==> src/rtl/serstop_pkg.sv <==
// Package: shared types for the serial stop-boundary controller.
// Assumes a single clock domain; all strobes arrive already sampled-safe.
package serstop_pkg;

    // Command decoded from one row-strobe falling edge.
    typedef enum logic [1:0] {
        CMD_NONE  = 2'd0,
        CMD_ARM   = 2'd1,
        CMD_DISARM = 2'd2
    } stop_cmd_e;

endpackage

==> src/rtl/stb_cmd_decode.sv <==
// Module: stb_cmd_decode
// Finds a falling edge of the row strobe by comparing the current sample
// with the registered previous one, and classifies the command from the
// other strobe levels sampled on the same clock. Assumes inputs are
// synchronous to clk.
module stb_cmd_decode
    import serstop_pkg::*;
(
    input  logic      clk,
    input  logic      rst_n,
    input  logic      row_stb_n,
    input  logic      col_stb_n,
    input  logic      wr_stb_n,
    input  logic      func_sel,
    output stop_cmd_e cmd
);

    logic row_prev;
    logic row_fall;

    // Purpose: remember last row-strobe sample (idle high after reset).
    always_ff @(posedge clk) begin
        if (!rst_n) row_prev <= 1'b1;
        else        row_prev <= row_stb_n;
    end

    assign row_fall = row_prev & ~row_stb_n;

    // Purpose: classify the command present at a row-strobe falling edge.
    always_comb begin
        cmd = CMD_NONE;
        if (row_fall && !col_stb_n) begin
            if (!wr_stb_n && func_sel)      cmd = CMD_ARM;
            else if (wr_stb_n && !func_sel) cmd = CMD_DISARM;
        end
    end

    // An edge cannot be seen twice in a row: row strobe is low after it.
    AST_ONE_EDGE: assert property (@(posedge clk) disable iff (!rst_n)
        (cmd != CMD_NONE) |=> (cmd == CMD_NONE));

endmodule

==> src/rtl/stop_mode_reg.sv <==
// Module: stop_mode_reg
// Holds the stop-mode flag and the partition mask. An arm command latches
// the thermometer code from the address bus and turns it into a mask
// of low pointer bits; a disarm command drops the flag. Assumes
// PTR_W > CODE_W so the smallest partition has at least two locations.
module stop_mode_reg
    import serstop_pkg::*;
#(
    parameter int PTR_W    = 8,
    parameter int ADDR_W   = 9,
    parameter int CODE_LSB = 4,
    parameter int CODE_W   = 4
) (
    input  logic              clk,
    input  logic              rst_n,
    input  stop_cmd_e         cmd,
    input  logic [ADDR_W-1:0] addr,
    output logic              stop_active,
    output logic [PTR_W-1:0]  part_mask
);

    localparam int MIN_LOG = PTR_W - CODE_W;

    logic [CODE_W-1:0] code;

    assign code = addr[CODE_LSB +: CODE_W];

    // Purpose: the lowest zero bit of the code sets log2 of partition size.
    function automatic logic [PTR_W-1:0] code_to_mask(input logic [CODE_W-1:0] c);
        int   lg;
        logic found;
        logic [PTR_W-1:0] m;
        lg    = PTR_W;
        found = 1'b0;
        for (int i = 0; i < CODE_W; i++) begin
            if (!found && !c[i]) begin
                lg    = MIN_LOG + i;
                found = 1'b1;
            end
        end
        for (int b = 0; b < PTR_W; b++) m[b] = (b < lg);
        return m;
    endfunction

    // Purpose: update mode flag and mask on arm / disarm commands.
    always_ff @(posedge clk) begin
        if (!rst_n) begin
            stop_active <= 1'b0;
            part_mask   <= '1;
        end else begin
            case (cmd)
                CMD_ARM: begin
                    stop_active <= 1'b1;
                    part_mask   <= code_to_mask(code);
                end
                CMD_DISARM: stop_active <= 1'b0;
                default: ;
            endcase
        end
    end

    AST_ARM_TAKES: assert property (@(posedge clk) disable iff (!rst_n)
        (cmd == CMD_ARM) |=> stop_active);
    AST_DISARM_TAKES: assert property (@(posedge clk) disable iff (!rst_n)
        (cmd == CMD_DISARM) |=> !stop_active);
    AST_MODE_PERSISTS: assert property (@(posedge clk) disable iff (!rst_n)
        (cmd == CMD_NONE) |=> $stable(stop_active));
    AST_MASK_SHAPE: assert property (@(posedge clk) disable iff (!rst_n)
        (&part_mask[MIN_LOG-1:0]) && (((part_mask + 1'b1) & part_mask) == '0));

endmodule

==> src/rtl/ser_ptr_ctrl.sv <==
// Module: ser_ptr_ctrl
// Serial pointer with a pending start address. Each sampled advance steps
// the pointer; in stop mode, leaving the last location of a partition loads
// the pending start address (if one is held) and pulses the crossing output.
// Assumes part_mask is a run of low ones.
module ser_ptr_ctrl #(
    parameter int PTR_W = 8
) (
    input  logic             clk,
    input  logic             rst_n,
    input  logic             ser_adv,
    input  logic             start_wr,
    input  logic [PTR_W-1:0] start_addr,
    input  logic             stop_active,
    input  logic [PTR_W-1:0] part_mask,
    output logic [PTR_W-1:0] ser_ptr,
    output logic             bnd_pulse
);

    logic [PTR_W-1:0] pend_addr;
    logic             pend_vld;
    logic             at_last;
    logic             crossing;

    assign at_last  = stop_active && ((ser_ptr & part_mask) == part_mask);
    assign crossing = ser_adv && at_last;

    // Purpose: step or reload the pointer on each sampled advance.
    always_ff @(posedge clk) begin
        if (!rst_n) begin
            ser_ptr <= '0;
        end else if (ser_adv) begin
            if (crossing && pend_vld) ser_ptr <= pend_addr;
            else                      ser_ptr <= ser_ptr + 1'b1;
        end
    end

    // Purpose: hold the pending start address until a crossing uses it.
    always_ff @(posedge clk) begin
        if (!rst_n) begin
            pend_addr <= '0;
            pend_vld  <= 1'b0;
        end else if (start_wr) begin
            pend_addr <= start_addr;
            pend_vld  <= 1'b1;
        end else if (crossing) begin
            pend_vld  <= 1'b0;
        end
    end

    // Purpose: one-cycle crossing pulse.
    always_ff @(posedge clk) begin
        if (!rst_n) bnd_pulse <= 1'b0;
        else        bnd_pulse <= crossing;
    end

    AST_FREE_COUNT: assert property (@(posedge clk) disable iff (!rst_n)
        (ser_adv && !stop_active) |=> (ser_ptr == PTR_W'($past(ser_ptr) + 1'b1)));
    AST_PULSE_CAUSE: assert property (@(posedge clk) disable iff (!rst_n)
        bnd_pulse |-> $past(ser_adv && stop_active));
    AST_IDLE_HOLD: assert property (@(posedge clk) disable iff (!rst_n)
        !ser_adv |=> $stable(ser_ptr));
    AST_IDLE_NO_PULSE: assert property (@(posedge clk) disable iff (!rst_n)
        !ser_adv |=> !bnd_pulse);

endmodule

==> src/rtl/serial_stop_ctrl.sv <==
// Module: serial_stop_ctrl (top)
// Serial pointer with programmable stop boundaries. Strobe commands arm
// or disarm stop mode and pick the partition size; the pointer reloads
// from a pending start address at each partition crossing.
// Assumes all inputs are synchronous to clk.
module serial_stop_ctrl
    import serstop_pkg::*;
#(
    parameter int PTR_W    = 8,
    parameter int ADDR_W   = 9,
    parameter int CODE_LSB = 4,
    parameter int CODE_W   = 4
) (
    input  logic              clk,
    input  logic              rst_n,
    input  logic              row_stb_n,
    input  logic              col_stb_n,
    input  logic              wr_stb_n,
    input  logic              func_sel,
    input  logic [ADDR_W-1:0] addr,
    input  logic              ser_adv,
    input  logic              start_wr,
    input  logic [PTR_W-1:0]  start_addr,
    output logic [PTR_W-1:0]  ser_ptr,
    output logic              bnd_pulse,
    output logic              stop_active
);

    stop_cmd_e        cmd;
    logic [PTR_W-1:0] part_mask;

    stb_cmd_decode u_dec (
        .clk       (clk),
        .rst_n     (rst_n),
        .row_stb_n (row_stb_n),
        .col_stb_n (col_stb_n),
        .wr_stb_n  (wr_stb_n),
        .func_sel  (func_sel),
        .cmd       (cmd)
    );

    stop_mode_reg #(
        .PTR_W    (PTR_W),
        .ADDR_W   (ADDR_W),
        .CODE_LSB (CODE_LSB),
        .CODE_W   (CODE_W)
    ) u_mode (
        .clk         (clk),
        .rst_n       (rst_n),
        .cmd         (cmd),
        .addr        (addr),
        .stop_active (stop_active),
        .part_mask   (part_mask)
    );

    ser_ptr_ctrl #(
        .PTR_W (PTR_W)
    ) u_ptr (
        .clk         (clk),
        .rst_n       (rst_n),
        .ser_adv     (ser_adv),
        .start_wr    (start_wr),
        .start_addr  (start_addr),
        .stop_active (stop_active),
        .part_mask   (part_mask),
        .ser_ptr     (ser_ptr),
        .bnd_pulse   (bnd_pulse)
    );

    AST_RESET_STATE: assert property (@(posedge clk)
        !rst_n |=> (ser_ptr == '0 && !bnd_pulse && !stop_active));

endmodule

==> config.mk <==
export PLATFORM = sky130hd
export DESIGN_NAME = serial_stop_ctrl
export DESIGN_NICKNAME = d
export VERILOG_FILES = /design/src/rtl/serstop_pkg.sv /design/src/rtl/stb_cmd_decode.sv /design/src/rtl/stop_mode_reg.sv /design/src/rtl/ser_ptr_ctrl.sv /design/src/rtl/serial_stop_ctrl.sv
export SDC_FILE = /design/constraint.sdc
export NUM_CORES = 1
export LEC_CHECK = 0
export BUFFER_PORTS_ARGS = -buffer_cell sky130_fd_sc_hd__buf_2
export CAP_MARGIN = 20
export CORE_MARGIN = 2
export CORE_UTILIZATION = 55
export CTS_CLUSTER_DIAMETER = 60
export DETAILED_ROUTE_END_ITERATION = 8
export PLACE_DENSITY = 0.84
export SETUP_SLACK_MARGIN = 0.3
export SYNTH_ARGS = -nofsm -noshare
export SYNTH_HDL_FRONTEND = slang
export SYNTH_HIERARCHICAL = 1
export SYNTH_SLANG_ARGS = --single-unit
==> constraint.sdc <==
create_clock -name clk -period 5.6 [get_ports clk]
set_clock_uncertainty 0.05 [all_clocks]
set_input_delay 1.12 -clock clk [delete_from_list [all_inputs] [get_ports clk]]
set_output_delay 1.12 -clock clk [all_outputs]
set_load 0.1 [all_outputs]
Word level (Yosys, flattened, before mapping) --
Cells that the tools add are included.
Cells by class: $add $sub $neg 1, order comparisons 8, equality and inequality tests 3, mux-type cells 22, bitwise operators 3, reduce and logical (&&, ||, !) cells 20
Operator list (number):
- $lt 4x32->1 const A | 4
- $lt 3x32->1 const A | 2
- $mux 32 | 2
- $lt 1x32->1 const A | 1
- $lt 2x32->1 const A | 1
- $mux 4 | 4
- $mux 1 | 11
- $logic_and 1x1->1 | 9
- $logic_not 1->1 | 9
- $add 8x1->8 const B | 1
- $and 8x8->8 | 1
- $eq 8x8->1 | 1
- $mux 8 | 1
- $mux 2 | 3
- $reduce_bool 2->1 | 2
- $eq 2x1->1 const B | 1
- $eq 2x2->1 const B | 1
- $pmux 1 s2 | 1
- $and 1x1->1 | 1
- $not 1->1 | 1
Word-level totals: register bits after elaboration 28, bits of input ports 25, output and inout port bits 10

Longest topological paths before layout --
Gate-level depths: netlist of the first run.
depth in word-level cells 24, depth in mapped cells 7

By module --
The synthesis of the first run kept the hierarchy.
By module, submodules not included:
- ser_ptr_ctrl | times used 1, cells an instance 103, area each 888.4 um2, sequential area each 360.3 um2
- stop_mode_reg | times used 1, cells an instance 34, area each 349.1 um2, sequential area each 180.2 um2
- stb_cmd_decode | times used 1, cells an instance 5, area each 60.1 um2, sequential area each 20.0 um2

Worst setup path after synthesis of the first run --
Ideal clock, no wire load.
path type input to register, start point input col_stb_n, end point register u_mode.stop_active, library setup time 0.070 ns, arrival time 2.421 ns, required time 5.480 ns, slack 3.059 ns, stages on the path 6, path buffers 0, cell sequence or3b_1 > nor3b_2 > inv_1 > ha_1 > or2_1 > a21boi_1
Between the ends: cells in the longest elaborated chain, start to end 5
Ends and longest elaborated chain:
- start: declaration | line serial_stop_ctrl.sv:17 | input logic col_stb_n,
- $logic_not 1->1 * | line stb_cmd_decode.sv:32 | if (row_fall && !col_stb_n) begin
- $logic_and 1x1->1 * | line stb_cmd_decode.sv:32
- $mux 2 * | line stb_cmd_decode.sv:32
- via cmd[0] | line serial_stop_ctrl.sv:29 | stop_cmd_e cmd;
- $eq 2x2->1 or $eq 2x1->1 (tied branches)
- $pmux 1 s2 or $reduce_bool 2->1 (tied branches)
- end signal: assignment | line stop_mode_reg.sv:48 | stop_active <= 1'b0;
- end signal: assignment | line stop_mode_reg.sv:53 | stop_active <= 1'b1;
- end signal: assignment | line stop_mode_reg.sv:56 | CMD_DISARM: stop_active <= 1'b0;
- end: declaration | line stop_mode_reg.sv:18 | output logic stop_active,
Mark *: on every way through the listed nets, which the timed path passes. The rest lies on a longest branch. A chain may end at the register's enable or synchronous reset.

Final worst setup path of the first run --
start point register u_ptr.ser_ptr[5], end point output ser_ptr[5]
RTL lines:
- start: declaration | line ser_ptr_ctrl.sv:16 | output logic [PTR_W-1:0] ser_ptr,
- start signal: assignment | line ser_ptr_ctrl.sv:33 | if (crossing && pend_vld) ser_ptr <= pend_addr;
- start signal: assignment | line ser_ptr_ctrl.sv:34 | else ser_ptr <= ser_ptr + 1'b1;
- end: declaration | line serial_stop_ctrl.sv:24 | output logic [PTR_W-1:0] ser_ptr,
No word-level cell between the ends.

==> impl_metrics.env, run 1 <==
export IMPL_die_w_um=52.57
export IMPL_cts_buffer_depth=2
export IMPL_ys_seq_elements=28
export IMPL_fill_cells=192
export IMPL_clk_pin_slew_ns=0.15
export IMPL_cts_tree="yes"
export IMPL_seq_area_frac_synth_pct=43.20
export IMPL_cts_sinks=28
export IMPL_start_util_pct=58.65
export IMPL_cts_hold_buf=0
export IMPL_required_ns=4.43
export IMPL_netlist_area_um2=1297
export IMPL_cp_num_buf_inv=1
export IMPL_ios=35
export IMPL_leakage_nw=0.6262
export IMPL_clockRootBuffer="clkbuf_4"
export IMPL_relSlewSlack_pct=67.71
export IMPL_grt_max_degree=16
export IMPL_yosys_area_top_type="dfxtp_1"
export IMPL_hold_path_class="reg2reg"
export IMPL_setup_tns_ns=0
export IMPL_syn2layout_area_growth_pct=13.98
export IMPL_setup_viol_count_final=0
export IMPL_n_antenna_cell=0
export IMPL_power_uw=355.4
export IMPL_async_flop_share_pct=0
export IMPL_crit_slowest_cell="dfxtp_1"
export IMPL_fin_hold_ws_ns=0.4139
export IMPL_drcViolationCount=0
export IMPL_antenna_found_initial=0
export IMPL_cts_repair_resized=0
export IMPL_ys_warn_count=6
export IMPL_critPathKind="reg2out"
export IMPL_synth_edf_count=0
export IMPL_firstDrtPassIters=4
export IMPL_start_kind="flip-flop"
export IMPL_ys_flop_type="dfxtp_1"
export IMPL_critPathTopFamily="flip-flops"
export IMPL_h_tree_depth=1
export IMPL_post_synth_top_area_fraction_pct=43.20
export IMPL_fp_dieH_um=52.57
export IMPL_synth_distinct_cells=36
export IMPL_grt_pass1_wl_mm=4.781
export IMPL_synth_area_leaders="dfxtp_1 43%, mux2i_1 6.9%, nand2b_1 4.3%"
export IMPL_grt_pass1_vias=1156
export IMPL_postCtsSetupBuffers=0
export IMPL_nets=199
export IMPL_routed_wl_mm=2.798
export IMPL_maxSlewViolCount=0
export IMPL_ir_drop_mv=0.1859
export IMPL_postPlaceCellArea_um2=1443
export IMPL_syn_nets=170
export IMPL_critical_path_cell_chain="buf_2"
export IMPL_cpPeakStageDelay_ns=0.47
export IMPL_fmax_mhz=409.6
export IMPL_tightest_slew_ns=0.4878
export IMPL_ant_nets=0
export IMPL_core_area_um2=2212
export IMPL_critPathMaxFanout=7
export IMPL_first_iter_violations=32
export IMPL_dr_total_vias=1130
export IMPL_maxCapViolCount=0
export IMPL_drive_above_1_share_pct=23.53
export IMPL_power_density_nw_per_um2=240.3
export IMPL_finalCriticalPeriod_ns=2.442
export IMPL_status="completed"
export IMPL_gr_total_overflow=0
export IMPL_numCtsBuffers=3
export IMPL_yosysMostFrequentCell="dfxtp_1"
export IMPL_post_drt_wl_per_cell_um=14.13
export IMPL_place_hpwl_mm=2.076
export IMPL_io_buffers=29
export IMPL_rsz0062_at_grt="no"
export IMPL_viasPerCell=5.707
export IMPL_gp_congestion=0.8363
export IMPL_period_share_pct=43.60
export IMPL_crit_arrival_ns=1.27
export IMPL_post_route_util_pct=66.86
export IMPL_synth_cells=142
export IMPL_grt_usage_pct=23.84
export IMPL_fp_row_count=17
export IMPL_clkLatencyLatePin_ns=0.33
export IMPL_hold_viol=0
export IMPL_postLayoutCellArea_um2=1479
export IMPL_end_kind="output port"
export IMPL_dieArea_um2=2764
export IMPL_synth_commonest_cells="28 x dfxtp_1, 11 x nand3_1, 10 x nand2_1, 10 x nor2_1"
export IMPL_syn_area_per_cell_um2=9.137
## through the flow
step	worst slack, ns	cells
floorplan	3.059	142
global placement	2.938	194
detailed placement	2.836	194
CTS	3.144	198
global route	3.094	198
finish	3.158	198
## cells by family (layout without fill, tap and decap cells)
| group | after synthesis | count (layout) | share of synthesized area, % |
|---|---|---|---|
| flops | 28 | 28 | 43.20 |
| buf+inv | 15 | 43 | 5.592 |
| simple gates | 61 | 61 | 27.39 |
| compound gates | 26 | 26 | 13.98 |
| mux | 9 | 9 | 6.943 |
| fa+ha+maj | 3 | 3 | 2.893 |
## layer usage
metal,routed length [µm],global-route usage (%),vias to the layer above
met5,0,0,-
met4,49,11.97,0
met3,140,5.143,8
met2,1475,42.29,34
met1,1131,26.48,532
li1,-,-,556
## sequential cells by signal, indices dropped and copies added (netlist names)
signal and count:
u_dec/row_prev 1, u_ptr/ser_ptr 8, u_ptr/pend_vld 1, u_ptr/pend_addr 8, u_mode/part_mask 8, u_ptr/bnd_pulse 1
u_mode/stop_active 1
## cell type report
type / count / area (µm²) / share of cell area [%]
Inverter: 10 / 37.54 / 2.538
Clock buffer: 4 / 36.28 / 2.453
Timing Repair Buffer: 29 / 145.1 / 9.814
Multi-Input combinational cell: 99 / 664.4 / 44.92
Sequential cell: 28 / 560.5 / 37.90
Tap cell: 28 / 35.03 / 2.369
## report_power, final
part           leakage [nW]  internal [mW]  switching [mW]
logic                 0.376         0.0154          0.0305
clock network        0.0210         0.0399          0.0580
registers             0.229          0.206         0.00538
## final timing paths
kind,end,start,depth (start not counted),slack [ns]
max,ser_ptr[5],u_ptr/ser_ptr[5],1,3.16
min,u_mode/part_mask[0],u_mode/part_mask[0],1,0.41
max reg2reg,u_mode/stop_active,u_dec/row_prev,6,3.77
min reg2reg,u_mode/part_mask[0],u_mode/part_mask[0],1,0.41
## placed cells by master (no fill, tap or decap), types with 2 or more instances in the layout
cell	instances
nor2_1	10
buf_2	29
nand3_2	2
o21ai_0	2
a22oi_1	2
nor3b_2	2
inv_1	9
and3_1	2
clkbuf_4	3
nand2_1	10
nor4_1	2
a22o_1	5
a21oi_1	6
dfxtp_1	28
a31oi_1	3
nand3_1	11
nor2b_1	2
mux2i_1	9
ha_1	3
nand2b_1	9
o21a_1	5
or3_1	2
Note: power is estimated with default switching activity, not from simulation.
==> run 2: changes to the inputs <==
CORE_ASPECT_RATIO = 0.5   (was unset)
CORE_UTILIZATION = 46   (was 55)
PLACE_DENSITY = 0.75   (was 0.84)
clock period = 2.05 ns   (was 5.6 ns; I/O delays follow)
==> impl_metrics.env, run 2 (synthesis results as in run 1) <==
export IMPL_firstDrtPassIters=5
export IMPL_place_hpwl_mm=2.080
export IMPL_hold_viol=0
export IMPL_place_inst=203
export IMPL_p_sw_uw=275.3
export IMPL_power_mw=1.090
export IMPL_leakage_nw=0.6651
export IMPL_clk_pin_slew_ns=0.10
export IMPL_cts_sinks=28
export IMPL_status="completed"
export IMPL_period_share_pct=83.01
export IMPL_place_ws_ns=0.08688
export IMPL_maxCapViolCount=0
export IMPL_end_kind="flip-flop"
export IMPL_start_util_pct=49.24
export IMPL_setup_tns_ns=0
export IMPL_gp_congestion=0.8124
export IMPL_dieArea_um2=3287
export IMPL_fp_row_count=13
export IMPL_gr_total_overflow=0
export IMPL_fin_ws_ns=0.3482
export IMPL_cts_tree="yes"
export IMPL_tightest_slew_ns=0.4873
export IMPL_first_iter_violations=74
export IMPL_ant_nets=0
export IMPL_grt_pass1_vias=943
export IMPL_grt_max_degree=17
export IMPL_hp_start="row_stb_n"
export IMPL_crit_arrival_ns=1.86
export IMPL_n_antenna_cell=0
export IMPL_ir_drop_mv=0.2938
export IMPL_r2r_cells=6
export IMPL_hold_path_class="in2reg"
export IMPL_setup_viol_count_final=0
export IMPL_drcViolationCount=0
export IMPL_sw_frac_of_total_pct=25.26
export IMPL_relSlewSlack_pct=67.74
export IMPL_cts_buffer_depth=2
export IMPL_finalCriticalPeriod_ns=1.702
export IMPL_hold_depth=2
export IMPL_rr_startpoint="u_dec/row_prev"
export IMPL_post_drt_wl_per_cell_um=13.91
export IMPL_h_tree_depth=1
export IMPL_post_route_util_pct=61.54
export IMPL_critical_path_cell_chain="or3b_4 > nor3b_4 > inv_1 > ha_1 > or2_1 > a21boi_1"
export IMPL_critPathMaxFanout=2
export IMPL_postPlaceCellArea_um2=1508
export IMPL_crit_start="u_dec/row_prev"
export IMPL_start_kind="flip-flop"
export IMPL_dr_total_vias=1150
export IMPL_cpPeakStageDelay_ns=0.39
export IMPL_clockRootBuffer="clkbuf_8"
export IMPL_syn2layout_area_growth_pct=24.98
export IMPL_cp_num_buf_inv=1
export IMPL_power_internal_uw=814.4
export IMPL_core_area_um2=2635
export IMPL_fmax_mhz=587.6
export IMPL_crit_slowest_cell="or3b_4"
export IMPL_grt_pass1_wl_mm=4.643
export IMPL_die_w_um=79.11
export IMPL_crit_cells=6
export IMPL_clkLatencyLatePin_ns=0.28
export IMPL_antenna_found_initial=0
export IMPL_postLayoutCellArea_um2=1622
export IMPL_p_comb_share_pct=11.9
export IMPL_rsz0062_at_grt="yes"
export IMPL_maxSlewViolCount=0
export IMPL_instances_no_fill=210
export IMPL_layout_common_cells="29 x buf_2, 19 x dfxtp_1, 11 x nand3_1, 10 x nand2_1, 10 x nor2_1"
export IMPL_ios=35
export IMPL_critPathTopFamily="simple AND/OR/NAND/NOR gates"
export IMPL_reg_top3="u_mode/part_mask x8, u_ptr/pend_addr x8, u_ptr/ser_ptr x8"
export IMPL_power_share_sequential_pct=52.7
export IMPL_grt_usage_pct=18.36
export IMPL_nets=202
export IMPL_io_buffers=29
export IMPL_power_density_nw_per_um2=672.0
export IMPL_critPathKind="reg2reg"
export IMPL_fp_dieH_um=41.56
export IMPL_fin_hold_ws_ns=0.2863
export IMPL_layout_commonest_cell="buf_2"
export IMPL_required_ns=2.21
export IMPL_numCtsBuffers=3
export IMPL_routed_wl_mm=2.922
export IMPL_drive_above_1_share_pct=35.26
export IMPL_pwr_share_clk_pct=35.4
export IMPL_viasPerCell=5.476
[run 2: cell count changes in the layout (fill, tap and decap cells not counted), sizes merged]
| cell | before | now |
|---|---|---|
| and3 | 3 | 4 |
| buf | 29 | 31 |
[run 2: area by class of cell]
cell class,instances,area [µm²]
Clock buffer,4,66.31
Sequential cell,28,589.3
Inverter,10,37.54
Timing Repair Buffer,31,160.2
Tap cell,37,46.29
Multi-Input combinational cell,100,721.9
Fill cell,229,1013
[run 2: final timing paths]
path	end	slack [ns]
min reg2reg	u_mode/part_mask[2]	0.40
min	u_dec/row_prev	0.29
max	u_mode/stop_active	0.35
max reg2reg	u_mode/stop_active	0.35
[run 2: timing repair]
| item | in CTS | in global routing |
|---|---|---|
| gates resized for setup | 0 | 4 |
| buffers inserted | 0 | 2 |
| hold endpoints to repair | 0 | 0 |
| setup endpoints to repair | 0 | 17 |
| hold buffers | 0 | 0 |
[run 2: worst reg2reg max path, cell delays in order (launching register included)]
cell and delay [ns]:
dfxtp_1 0.31, or3b_4 0.39, nor3b_4 0.22, inv_1 0.06, ha_1 0.28, or2_1 0.21, a21boi_1 0.11
[run 2: power groups by stage]
stage               clock (mW)  sequential, mW  combinational, mW
floorplan                    0           0.617             0.0531
global placement             0           0.585              0.122
detailed placement           0           0.586              0.126
CTS                      0.396           0.573              0.126
global route             0.427           0.576              0.140
finish                   0.386           0.574              0.130
[run 2: metal layers]
layer  vias up  global-route usage, %  routed length [µm]
li1        568                      -                   -
met1       550                  27.62                1465
met2        32                  25.42                1284
met3         0                  5.870                 172
met4         0                  4.138                   0
met5         -                      0                   0
==> run 3: changes to the inputs <==
ABC_AREA = 1   (was unset)
CORE_UTILIZATION = 52   (was 46)
PLACE_DENSITY = 0.79   (was 0.75)
clock period = 1.8 ns   (was 2.05 ns; I/O delays follow)
==> impl_metrics.env, run 3 <==
export IMPL_status="completed"
export IMPL_postCtsSetupBuffers=0
export IMPL_period_share_pct=81.63
export IMPL_gp_congestion=0.8292
export IMPL_maxCapViolCount=0
export IMPL_cts_hold_buf=0
export IMPL_hold_viol=0
export IMPL_synth_distinct_cells=23
export IMPL_yosysMostFrequentCell="nand2_1"
export IMPL_crit_slowest_cell="buf_2"
export IMPL_syn_area_per_cell_um2=7.161
export IMPL_fill_cells=240
export IMPL_drive_above_1_share_pct=24.89
export IMPL_first_iter_violations=35
export IMPL_ir_drop_mv=0.3351
export IMPL_synth_cells=195
export IMPL_syn2layout_area_growth_pct=19.09
export IMPL_netlist_area_um2=1396
export IMPL_critPathTopFamily="buffers and inverters"
export IMPL_drcViolationCount=0
export IMPL_core_area_um2=2570
export IMPL_end_kind="output port"
export IMPL_cp_num_buf_inv=1
export IMPL_leakage_nw=0.8146
export IMPL_setup_tns_ns=0
export IMPL_crit_cells=1
export IMPL_viasPerCell=4.718
export IMPL_fin_hold_ws_ns=0.2204
export IMPL_cts_sinks=28
export IMPL_rsz0062_at_grt="no"
export IMPL_ios=35
export IMPL_clk_pin_slew_ns=0.09
export IMPL_wl_met3_um=164
export IMPL_async_flop_share_pct=0
export IMPL_hold_path_class="in2reg"
export IMPL_grt_pass1_wl_mm=4.657
export IMPL_synth_edf_count=0
export IMPL_post_drt_wl_per_cell_um=10.29
export IMPL_h_tree_depth=1
export IMPL_antenna_found_initial=0
export IMPL_seq_area_frac_synth_pct=40.14
export IMPL_grt_usage_pct=19.77
export IMPL_syn_nets=223
export IMPL_layout_common_cells="49 x nand2_1, 28 x inv_1, 23 x buf_2, 19 x dfxtp_1, 17 x a21oi_1"
export IMPL_dr_wl_met2_mm=1.138
export IMPL_finalCriticalPeriod_ns=1.469
export IMPL_setup_viol_count_final=0
export IMPL_clockRootBuffer="clkbuf_8"
export IMPL_critPathMaxFanout=4
export IMPL_critPathKind="reg2out"
export IMPL_nets=255
export IMPL_fp_row_count=13
export IMPL_power_density_nw_per_um2=680.1
export IMPL_cpPeakStageDelay_ns=0.42
export IMPL_grt_pass1_vias=1076
export IMPL_synth_commonest_cells="49 x nand2_1, 28 x dfxtp_1, 28 x inv_1"
export IMPL_ant_nets=0
export IMPL_top_layer_used="met3"
export IMPL_cts_buffer_depth=2
export IMPL_fmax_mhz=680.6
export IMPL_hold_depth=3
export IMPL_gr_total_overflow=0
export IMPL_synth_area_leaders="dfxtp_1 40%, nand2_1 13%, inv_1 7.5%"
export IMPL_crit_arrival_ns=1.06
export IMPL_r2r_cells=8
export IMPL_ys_warn_count=6
export IMPL_layout_commonest_cell="nand2_1"
export IMPL_grt_max_degree=18
export IMPL_start_kind="flip-flop"
export IMPL_relSlewSlack_pct=67.86
export IMPL_required_ns=1.39
export IMPL_start_util_pct=54.33
export IMPL_place_hpwl_mm=2.085
export IMPL_ys_flop_type="dfxtp_1"
export IMPL_die_w_um=77.29
export IMPL_dieArea_um2=3141
export IMPL_n_antenna_cell=0
export IMPL_fp_dieH_um=40.64
export IMPL_cts_tree="yes"
export IMPL_dr_total_vias=1236
export IMPL_io_buffers=29
export IMPL_post_synth_top_area_fraction_pct=40.14
export IMPL_drt_met1_wl_mm=1.393
export IMPL_yosys_area_top_type="dfxtp_1"
export IMPL_tightest_slew_ns=0.4854
export IMPL_reg_top3="u_mode/part_mask x8, u_ptr/pend_addr x8, u_ptr/ser_ptr x8"
export IMPL_numCtsBuffers=3
export IMPL_ys_seq_elements=28
export IMPL_firstDrtPassIters=4
export IMPL_clkLatencyLatePin_ns=0.27
export IMPL_routed_wl_mm=2.696
export IMPL_maxSlewViolCount=0
export IMPL_critical_path_cell_chain="buf_2"
[run 3: changes by cell type in the layout (fill, tap and decap cells not counted), moves of 7 or more]
| cell | before | now |
|---|---|---|
| o21ai_0 | 2 | 9 |
| a21oi_1 | 1 | 17 |
| inv_1 | 8 | 28 |
| nand2_1 | 10 | 49 |
| nand2b_1 | 9 | 0 |
| mux2i_1 | 9 | 0 |
| nand4_1 | 1 | 9 |
[run 3: worst paths after layout]
path                                       endpoint                start  slack [ns]
worst max-delay path                     ser_ptr[1]     u_ptr/ser_ptr[1]        0.33
worst min-delay path                 u_dec/row_prev            row_stb_n        0.22
worst max register to register     u_ptr/ser_ptr[6]     u_ptr/ser_ptr[3]        0.44
worst min register to register  u_mode/part_mask[0]  u_mode/part_mask[0]        0.40
[run 3: routing by layer]
| layer | track usage (%) | up-vias |
|---|---|---|
| li1 | - | 677 |
| met1 | 24.97 | 529 |
| met2 | 34.57 | 30 |
| met3 | 5.066 | 0 |
| met4 | 7.143 | 0 |
| met5 | 0 | - |
[run 3: cell families (layout without fill, tap and decap cells)]
group | after synthesis | after routing | synth area share, %
xor+xnor | 4 | 4 | 2.509
simple gates | 97 | 97 | 34.50
buf+inv | 37 | 67 | 10.84
compound gates | 26 | 26 | 9.319
fa+ha+maj | 3 | 3 | 2.688
flops | 28 | 28 | 40.14
[run 3: cell type report]
type,instances,area [µm²],area share (%)
Multi-Input combinational cell,130,684.4,41.16
Clock buffer,3,41.29,2.483
Timing Repair Buffer,31,175.2,10.53
Tap cell,37,46.29,2.784
Sequential cell,28,591.8,35.59
Inverter,33,123.9,7.449
[run 3: per-stage QoR]
| step | area [µm²] | util, % | setup WS (ns) | std cells | power (mW) |
|---|---|---|---|---|---|
| finish | 1663 | 64.70 | 0.3306 | 262 | 1.131 |
| global route | 1663 | 64.70 | 0.3024 | 262 | 1.191 |
| CTS | 1650 | 64.22 | 0.3071 | 262 | 1.140 |
| detailed placement | 1607 | 62.51 | 0.2197 | 259 | 0.8171 |
| global placement | 1607 | 62.51 | 0.2513 | 259 | 0.8124 |
| floorplan | 1428 | - | 0.3221 | 195 | 0.7723 |
[run 3: power by group]
part	internal (mW)	total, mW	switching (mW)
Sequential	0.634	0.651	0.0171
Clock	0.150	0.328	0.178
Combinational	0.0475	0.152	0.105
Total	0.832	1.13	0.299
[run 3: timing repair]
action | 4_1_cts | 5_1_grt
resized for setup | 1 | 5
pin swaps | 0 | 1
setup endpoints to repair | 1 | 6
